==> config.mk <==
export PLATFORM = sky130hd
export DESIGN_NAME = rot_shed_ctrl
export DESIGN_NICKNAME = d
export VERILOG_FILES = /design/src/rtl/rsc_pkg.sv /design/src/rtl/rsc_mode_qual.sv /design/src/rtl/rsc_rotor.sv /design/src/rtl/rsc_slot_timer.sv /design/src/rtl/rot_shed_ctrl.sv
export SDC_FILE = /design/constraint.sdc
export NUM_CORES = 1
export LEC_CHECK = 0
export BUFFER_PORTS_ARGS = -buffer_cell sky130_fd_sc_hd__buf_2
export CORE_UTILIZATION = 35
export CTS_BUF_LIST = sky130_fd_sc_hd__clkbuf_2 sky130_fd_sc_hd__clkbuf_4 sky130_fd_sc_hd__clkbuf_8
export DETAILED_ROUTE_END_ITERATION = 10
export PLACE_DENSITY = 0.55
export SETUP_SLACK_MARGIN = 0.3
export SLEW_MARGIN = 20
export SYNTH_ARGS = -nofsm -noshare
export SYNTH_HDL_FRONTEND = slang
export SYNTH_HIERARCHICAL = 1
export SYNTH_SLANG_ARGS = --single-unit
==> constraint.sdc <==
create_clock -name clk -period 2.85 [get_ports clk]
set_input_delay 0.7125 -clock clk [delete_from_list [all_inputs] [get_ports clk]]
set_output_delay 0.7125 -clock clk [all_outputs]
set_load 0.01 [all_outputs]
==> src/rtl/rsc_pkg.sv <==
package rsc_pkg;

    typedef enum logic {
        MODE_FULL  = 1'b0,
        MODE_SHED  = 1'b1
    } mode_e;

endpackage

==> src/rtl/rsc_mode_qual.sv <==
module rsc_mode_qual
    import rsc_pkg::*;
#(
    parameter int QUAL_W      = 8,
    parameter int QUAL_THRESH = 200
) (
    input  logic  clk,
    input  logic  rst_n,
    input  logic  light_load_i,
    output mode_e mode_nxt_o,
    output mode_e mode_o
);

    localparam logic [QUAL_W-1:0] THR = QUAL_W'(QUAL_THRESH);

    typedef struct packed {
        logic [QUAL_W-1:0] qual;
        mode_e             mode;
    } qual_state_t;

    qual_state_t st_d, st_q;

    always_comb begin
        st_d = st_q;
        if (!light_load_i) begin
            st_d.qual = '0;
            st_d.mode = MODE_FULL;
        end else begin
            if (st_q.qual != THR) begin
                st_d.qual = st_q.qual + 1'b1;
            end
            if (st_q.qual == THR) begin
                st_d.mode = MODE_SHED;
            end
        end
    end

    always_ff @(posedge clk) begin
        if (!rst_n) begin
            st_q.qual <= '0;
            st_q.mode <= MODE_FULL;
        end else begin
            st_q <= st_d;
        end
    end

    assign mode_nxt_o = st_d.mode;
    assign mode_o     = st_q.mode;

endmodule

==> src/rtl/rsc_rotor.sv <==
module rsc_rotor
    import rsc_pkg::*;
#(
    parameter int NPH   = 4,
    parameter int PTR_W = (NPH > 1) ? $clog2(NPH) : 1
) (
    input  logic             clk,
    input  logic             rst_n,
    input  mode_e            mode_i,
    input  logic             burst_i,
    output logic [PTR_W-1:0] ptr_o,
    output logic [NPH-1:0]   sel_oh_o
);

    localparam logic [PTR_W-1:0] LAST = PTR_W'(NPH - 1);

    typedef struct packed {
        logic [PTR_W-1:0] ptr;
        logic             burst_prev;
    } rot_state_t;

    rot_state_t st_d, st_q;
    logic       burst_fell;

    always_comb begin
        st_d            = st_q;
        burst_fell      = st_q.burst_prev && !burst_i;
        st_d.burst_prev = burst_i;
        if (burst_fell && (mode_i == MODE_SHED)) begin
            st_d.ptr = (st_q.ptr == LAST) ? '0 : st_q.ptr + 1'b1;
        end
    end

    always_ff @(posedge clk) begin
        if (!rst_n) begin
            st_q.ptr        <= '0;
            st_q.burst_prev <= 1'b0;
        end else begin
            st_q <= st_d;
        end
    end

    for (genvar p = 0; p < NPH; p++) begin : g_sel
        assign sel_oh_o[p] = (st_q.ptr == PTR_W'(p));
    end

    assign ptr_o = st_q.ptr;

endmodule

==> src/rtl/rsc_slot_timer.sv <==
module rsc_slot_timer #(
    parameter int NPH    = 4,
    parameter int PERIOD = 4,
    parameter int SLOT_W = (PERIOD > 1) ? $clog2(PERIOD) : 1
) (
    input  logic              clk,
    input  logic              rst_n,
    input  logic [NPH-1:0]    target_i,
    output logic [NPH-1:0]    en_o,
    output logic [NPH-1:0]    pulse_o,
    output logic              run_o,
    output logic [SLOT_W-1:0] slot_o
);

    localparam int              STEP = PERIOD / NPH;
    localparam logic [SLOT_W-1:0] LAST = SLOT_W'(PERIOD - 1);

    typedef struct packed {
        logic [SLOT_W-1:0] slot;
        logic [NPH-1:0]    en;
        logic              run;
    } tmr_state_t;

    tmr_state_t st_d, st_q;
    logic       at_edge;

    always_comb begin
        st_d    = st_q;
        at_edge = !st_q.run || (st_q.slot == LAST);
        if (at_edge) begin
            st_d.en = target_i;
        end
        st_d.run = (|target_i) || (|st_d.en);
        if (st_q.run) begin
            st_d.slot = (st_q.slot == LAST) ? '0 : st_q.slot + 1'b1;
        end else begin
            st_d.slot = '0;
        end
    end

    always_ff @(posedge clk) begin
        if (!rst_n) begin
            st_q.slot <= '0;
            st_q.en   <= '0;
            st_q.run  <= 1'b0;
        end else begin
            st_q <= st_d;
        end
    end

    for (genvar p = 0; p < NPH; p++) begin : g_pulse
        assign pulse_o[p] = st_q.run && st_q.en[p] && (st_q.slot == SLOT_W'(p * STEP));
    end

    assign en_o   = st_q.en;
    assign run_o  = st_q.run;
    assign slot_o = st_q.slot;

endmodule

==> src/rtl/rot_shed_ctrl.sv <==
module rot_shed_ctrl
    import rsc_pkg::*;
#(
    parameter int NPH         = 4,
    parameter int PERIOD      = 4,
    parameter int QUAL_W      = 8,
    parameter int QUAL_THRESH = 200
) (
    input  logic           clk,
    input  logic           rst_n,
    input  logic           light_load_i,
    input  logic           burst_i,
    output logic [NPH-1:0] phase_en_o,
    output logic [NPH-1:0] set_pulse_o,
    output logic           clk_run_o
);

    localparam int PTR_W  = (NPH > 1) ? $clog2(NPH) : 1;
    localparam int SLOT_W = (PERIOD > 1) ? $clog2(PERIOD) : 1;

    mode_e             mode_nxt;
    mode_e             mode_cur;
    logic [PTR_W-1:0]  ptr_w;
    logic [NPH-1:0]    sel_oh;
    logic [NPH-1:0]    target;
    logic [SLOT_W-1:0] slot_w;
    logic              shed_w;

    rsc_mode_qual #(
        .QUAL_W      (QUAL_W),
        .QUAL_THRESH (QUAL_THRESH)
    ) u_qual (
        .clk          (clk),
        .rst_n        (rst_n),
        .light_load_i (light_load_i),
        .mode_nxt_o   (mode_nxt),
        .mode_o       (mode_cur)
    );

    rsc_rotor #(
        .NPH   (NPH),
        .PTR_W (PTR_W)
    ) u_rotor (
        .clk      (clk),
        .rst_n    (rst_n),
        .mode_i   (mode_cur),
        .burst_i  (burst_i),
        .ptr_o    (ptr_w),
        .sel_oh_o (sel_oh)
    );

    always_comb begin
        if (mode_nxt == MODE_FULL) begin
            target = '1;
        end else if (burst_i) begin
            target = sel_oh;
        end else begin
            target = '0;
        end
    end

    rsc_slot_timer #(
        .NPH    (NPH),
        .PERIOD (PERIOD),
        .SLOT_W (SLOT_W)
    ) u_timer (
        .clk      (clk),
        .rst_n    (rst_n),
        .target_i (target),
        .en_o     (phase_en_o),
        .pulse_o  (set_pulse_o),
        .run_o    (clk_run_o),
        .slot_o   (slot_w)
    );

    assign shed_w = (mode_cur == MODE_SHED);

endmodule

==> impl_metrics.yaml, run 1 <==
timing:
  rsz0062_at_grt: "no"
  hold_violations: 0
  slew_violations: 0
  worst-slew-pin-transition_ns: 0.4213
  slew_headroom: 0.7186
  final.period_utilization: 0.7194
  setup_viol: 0
  period_needed_ns: 2.050
  worst_slack_ns: 0.7998
  fmax_ghz: 0.4878
  skew_ns: 0.0009629
  fin_setup_tns_ns: 0
job:
  maxCapViolations: 0
route:
  avgViaCountPerCell: 4.918
  vias: 718
  drt_iter0_drc: 6
  wirelength_um: 1586
  first_pass_iters: 4
  drc: 0
  wl_per_cell_um: 10.86
  detail-route-antenna-nets: 0
clock_tree:
  clock_path_buffers: 2
  hold_buffers: 0
  clkLatencyLatePin_ns: 0.28
  clockRootBuffer: "clkbuf_4"
  clk_pin_slew_ns: 0.10
  cts_setup_buffers: 0
  cts_resized: 0
  clock_sinks: 19
  htreeDepth: 1
  cts_buffers: 3
  cts_tree: "yes"
setup_path:
  reg2reg_to: "u_timer/run_o"
  r2r_slack_ns: 0.80
  cp-startpoint: "u_qual/st_q[4]"
  path_max_fanout: 7
  startpoint_type: "flip-flop"
  reg2regPathDepth: 6
  critPathArrivalTime_ns: 2.22
  r2r-start: "u_qual/st_q[4]"
  required_ns: 3.02
  cp-end-kind: "flip-flop"
  crit_type: "flip-flop to flip-flop"
placed_design:
  place_congestion: 0.8207
  dp_slack_ns: 0.8561
  dpl.hpwl_um: 1215
  port_buffers: 12
global_routing:
  top_usage_layer: "met1"
  grt_pass1_wl_um: 2704
  grt_usage: 0.1228
  overflow: 0
  grt_use_met2: 0.1787
  antenna_found_initial: 0
  grt_max_degree: 14
  grt_util_met3: 0.02459
  first_global_vias: 627
  grt_use_met1: 0.1853
floorplanning:
  die_h_um: 54.94
  dieArea_um2: 3018
  num_rows: 18
  core_um2: 2567
  die_w_um: 54.94
  initial_core_util: 0.3821
  io_pins: 13
synth:
  synth_nets: 115
  syn_area_um2: 980.9
  ys_warn_count: 6
  syn_inst: 101
  avgSynthCellArea_um2: 9.712
worst_hold_path:
  hold_path_depth: 1
  hold_end: "u_timer/slot_o[0]"
  hold_class: "flip-flop to flip-flop"
  min-delay-start: "u_timer/slot_o[0]"
final_layout:
  drive_gt1_frac: 0.2328
  fin_nets: 131
  area_growth_pct: 11.86
  n_antenna_cell: 0
pwr:
  leakagePower_nw: 0.4731
  ir_drop_v: 0.0002905
  p_per_area_nw_per_um2: 434.9
run_status:
  status: "finished clean"
## worst max-delay path, stage by stage (launching register included)
cell     delay [ns]
dfxtp_1        0.44
nor3b_1        0.41
a21oi_1        0.16
nor2b_1        0.20
a21bo_2        0.26
o41ai_1        0.37
o21ai_1        0.11
## metal layers
metal	part of all wire	vias up	wire length [um]
met2	0.45	9	710
met3	0.027	2	43
met1	0.52	321	817
met5	0	-	0
li1	-	386	-
met4	0.0095	0	15
## through the flow
| step | cells | utilization | total power [mW] | instance area [um2] | hold WS, ns |
|---|---|---|---|---|---|
| finish | 146 | 0.4274 | 0.4772 | 1097 | 0.4796 |
| CTS | 146 | 0.4274 | 0.4866 | 1097 | 0.4857 |
| global route | 146 | 0.4274 | 0.5123 | 1097 | 0.5302 |
| global placement | 142 | 0.4157 | 0.3451 | 1067 | 0.4519 |
| floorplan | 101 | - | 0.3269 | 980.9 | 0.4331 |
| detailed placement | 142 | 0.4157 | 0.3449 | 1067 | 0.4607 |
## flip-flops by register name, indices dropped and copies added, names as in the netlist
signal          cells
u_rotor/ptr_o       2
u_rotor/st_q        1
u_qual/st_q         8
u_timer/slot_o      2
u_qual/mode_o       1
u_timer/en_o        4
u_timer/run_o       1
## cell type report
type / count / area (um2)
fillers: 269 / 1470
multi-input cells: 75 / 566.8
well taps: 30 / 37.54
clock buffers: 4 / 30.03
repair buffers: 12 / 60.06
flip-flops and latches: 19 / 380.4
inverters: 6 / 22.52
## layout by cell type (no fill, tap or decap), types with 2 or more instances in the layout
cell type	n
dfxtp_1	19
buf_2	12
ha_1	10
mux2i_1	7
inv_1	6
a21oi_1	6
nand2_1	6
nor2b_1	5
and3_2	5
a21bo_2	4
clkbuf_4	4
nor2_1	4
nand3_1	3
o21ai_0	3
nor3_1	3
or3b_1	2
or3_1	2
xor2_1	2
## worst max path at each step
stage / endpoint / slack (ns) / cells after the start
floorplan: u_timer/run_o / 1.06 / 6
global placement: u_timer/run_o / 0.91 / 6
detailed placement: u_timer/run_o / 0.86 / 6
CTS: u_timer/run_o / 0.81 / 6
global route: u_timer/run_o / 0.59 / 6
finish: u_timer/run_o / 0.80 / 6
## where the power goes
part | total (mW) | leakage (nW) | switching [mW] | internal (mW)
registers | 0.288 | 0.156 | 0.0109 | 0.277
logic | 0.0501 | 0.299 | 0.0264 | 0.0237
clock network | 0.139 | 0.0184 | 0.0758 | 0.0637
(Power assumes the default switching activity.)
==> inputs of run 2 (changes only) <==
Clock period 2.85 ns to 1.9 ns, I/O delays scaled along.
==> run 2 against run 1 <==
Net effect: clock power increased by 55%; worst hold slack improved by 0.011 ns; cell count rose by 4.1%; global-route usage up 2.1 points; non-clock buffer count grew 6; combinational power grew 99%; utilization rose by 7.5 points; clock-buffer cell count stayed put; routed wire length grew 22%; die area is the same; sequential share of layout area fell by 4.2 points; critical path depth up 2; largest cell class unchanged.
==> impl_metrics.yaml, run 2 (synthesized netlist as in run 1, its figures left out) <==
worst_hold_path:
  min-delay-start: "burst_i"
  hold_end: "u_rotor/st_q[0]"
  hold_class: "input port to flip-flop"
  hold_path_depth: 2
route:
  top_layer: "met4"
  wl_met3_um: 66
  wl_met2_um: 909
  avgViaCountPerCell: 5.178
  wl_met1_um: 939
  wirelength_um: 1940
  detail-route-antenna-nets: 0
  drt_iter0_drc: 7
  drc: 0
  first_pass_iters: 4
  vias: 787
  wl_per_cell_um: 12.76
pwr:
  ir_drop_v: 0.0003080
  leakagePower_nw: 0.5170
  p_per_area_nw_per_um2: 583.4
  p_total_uw: 751.8
timing:
  skew_ns: 0.002377
  fmax_ghz: 0.5739
  hold_violations: 0
  timing.hold.ws_ns: 0.4905
  period_needed_ns: 1.743
  rsz0062_at_grt: "yes"
  worst-slew-pin-transition_ns: 0.3137
  final.period_utilization: 0.9171
  slew_headroom: 0.7903
  slew_violations: 0
  fin_setup_tns_ns: 0
  setup_viol: 0
placed_design:
  place_congestion: 0.7355
  dpl.hpwl_um: 1370
  dp.cells: 144
  port_buffers: 12
clock_tree:
  clock_path_buffers: 2
  clock_sinks: 19
  clk_pin_slew_ns: 0.11
  clockRootBuffer: "clkbuf_4"
  clkLatencyLatePin_ns: 0.29
  hold_buffers: 0
  cts_buffers: 3
  cts_tree: "yes"
  htreeDepth: 1
setup_path:
  required_ns: 2.08
  critPathArrivalTime_ns: 1.92
  r2r_slack_ns: 0.16
  reg2regPathDepth: 8
  startpoint_type: "flip-flop"
  crit_type: "flip-flop to flip-flop"
  cp-end-kind: "flip-flop"
  path_max_fanout: 4
  reg2reg_to: "u_timer/run_o"
  r2r-start: "u_qual/st_q[2]"
global_routing:
  overflow: 0
  grt_usage: 0.1437
  antenna_found_initial: 0
  grt_max_degree: 14
  first_global_vias: 684
  grt_pass1_wl_um: 3098
job:
  maxCapViolations: 0
floorplanning:
  initial_core_util: 0.3821
  core_um2: 2567
  num_rows: 18
  die_w_um: 54.94
  die_h_um: 54.94
  dieArea_um2: 3018
  io_pins: 13
final_layout:
  drive_gt1_frac: 0.4180
  multi_input_area_um2: 670.6
  top_register: "u_qual/st_q"
  register_area_um2: 392.9
  final_common_cell: "dfxtp_1"
  n_antenna_cell: 0
  fin_nets: 137
  area_growth_pct: 31.38
  largest_reg_flops: 8
  nFillCells: 226
  final_cell_mix: "15 x dfxtp_1, 8 x buf_2, 7 x mux2i_1"
  instances_no_fill: 152
run_status:
  status: "finished clean"
-- run 2: cell count changes in the layout (fill, tap and decap cells not counted), sizes merged --
cell / change
buf: +6
-- run 2: what timing repair did --
item	in CTS	in global routing
endpoints found under the setup margin	9	9
setup buffers	4	0
pin swaps	4	1
hold endpoints to repair	0	0
resized for setup	24	4
-- run 2: layer usage --
metal	global-route usage	vias up
met2	0.2209	10
met4	0.05833	0
met1	0.1910	375
li1	-	398
met5	0	-
met3	0.03552	4
-- run 2: critical path, cell delays in order, from the launching register on --
cell	delay (ns)
dfxtp_4	0.36
inv_2	0.06
ha_4	0.12
and4b_2	0.24
a21oi_2	0.07
nor2b_2	0.15
a21bo_4	0.24
o41ai_2	0.30
o21ai_1	0.10
-- run 2: metrics by stage --
stage / utilization / instance area [um2] / worst slack (ns)
CTS: 0.4961 / 1274 / 0.1244
floorplan: - / 1012 / 0.1705
global route: 0.5019 / 1289 / 0.07349
detailed placement: 0.4337 / 1114 / 0.05755
finish: 0.5019 / 1289 / 0.1574
global placement: 0.4337 / 1114 / 0.1094
-- run 2: where the power goes --
part	leakage [nW]	internal, mW	switching, mW
Clock	0.0184	0.0957	0.119
Sequential	0.158	0.414	0.0227
Combinational	0.341	0.0503	0.0496
-- run 2: worst max path at each step --
| stage | start | to | slack, ns | depth (start not counted) |
|---|---|---|---|---|
| floorplan | u_qual/st_q[2] | u_timer/run_o | 0.17 | 8 |
| global placement | u_qual/st_q[2] | u_timer/run_o | 0.11 | 8 |
| detailed placement | u_qual/st_q[2] | u_timer/run_o | 0.06 | 8 |
| CTS | u_qual/st_q[2] | u_timer/run_o | 0.12 | 8 |
| global route | u_qual/st_q[2] | u_timer/run_o | 0.07 | 8 |
| finish | u_qual/st_q[2] | u_timer/run_o | 0.16 | 8 |
-- run 2: area by class of cell --
cell class	instances	share of cell area
Timing Repair Buffer	18	0.1010
Inverter	6	0.02136
Multi-Input combinational cell	75	0.5204
Tap cell	30	0.02913
Clock buffer	4	0.02330
Sequential cell	19	0.3049
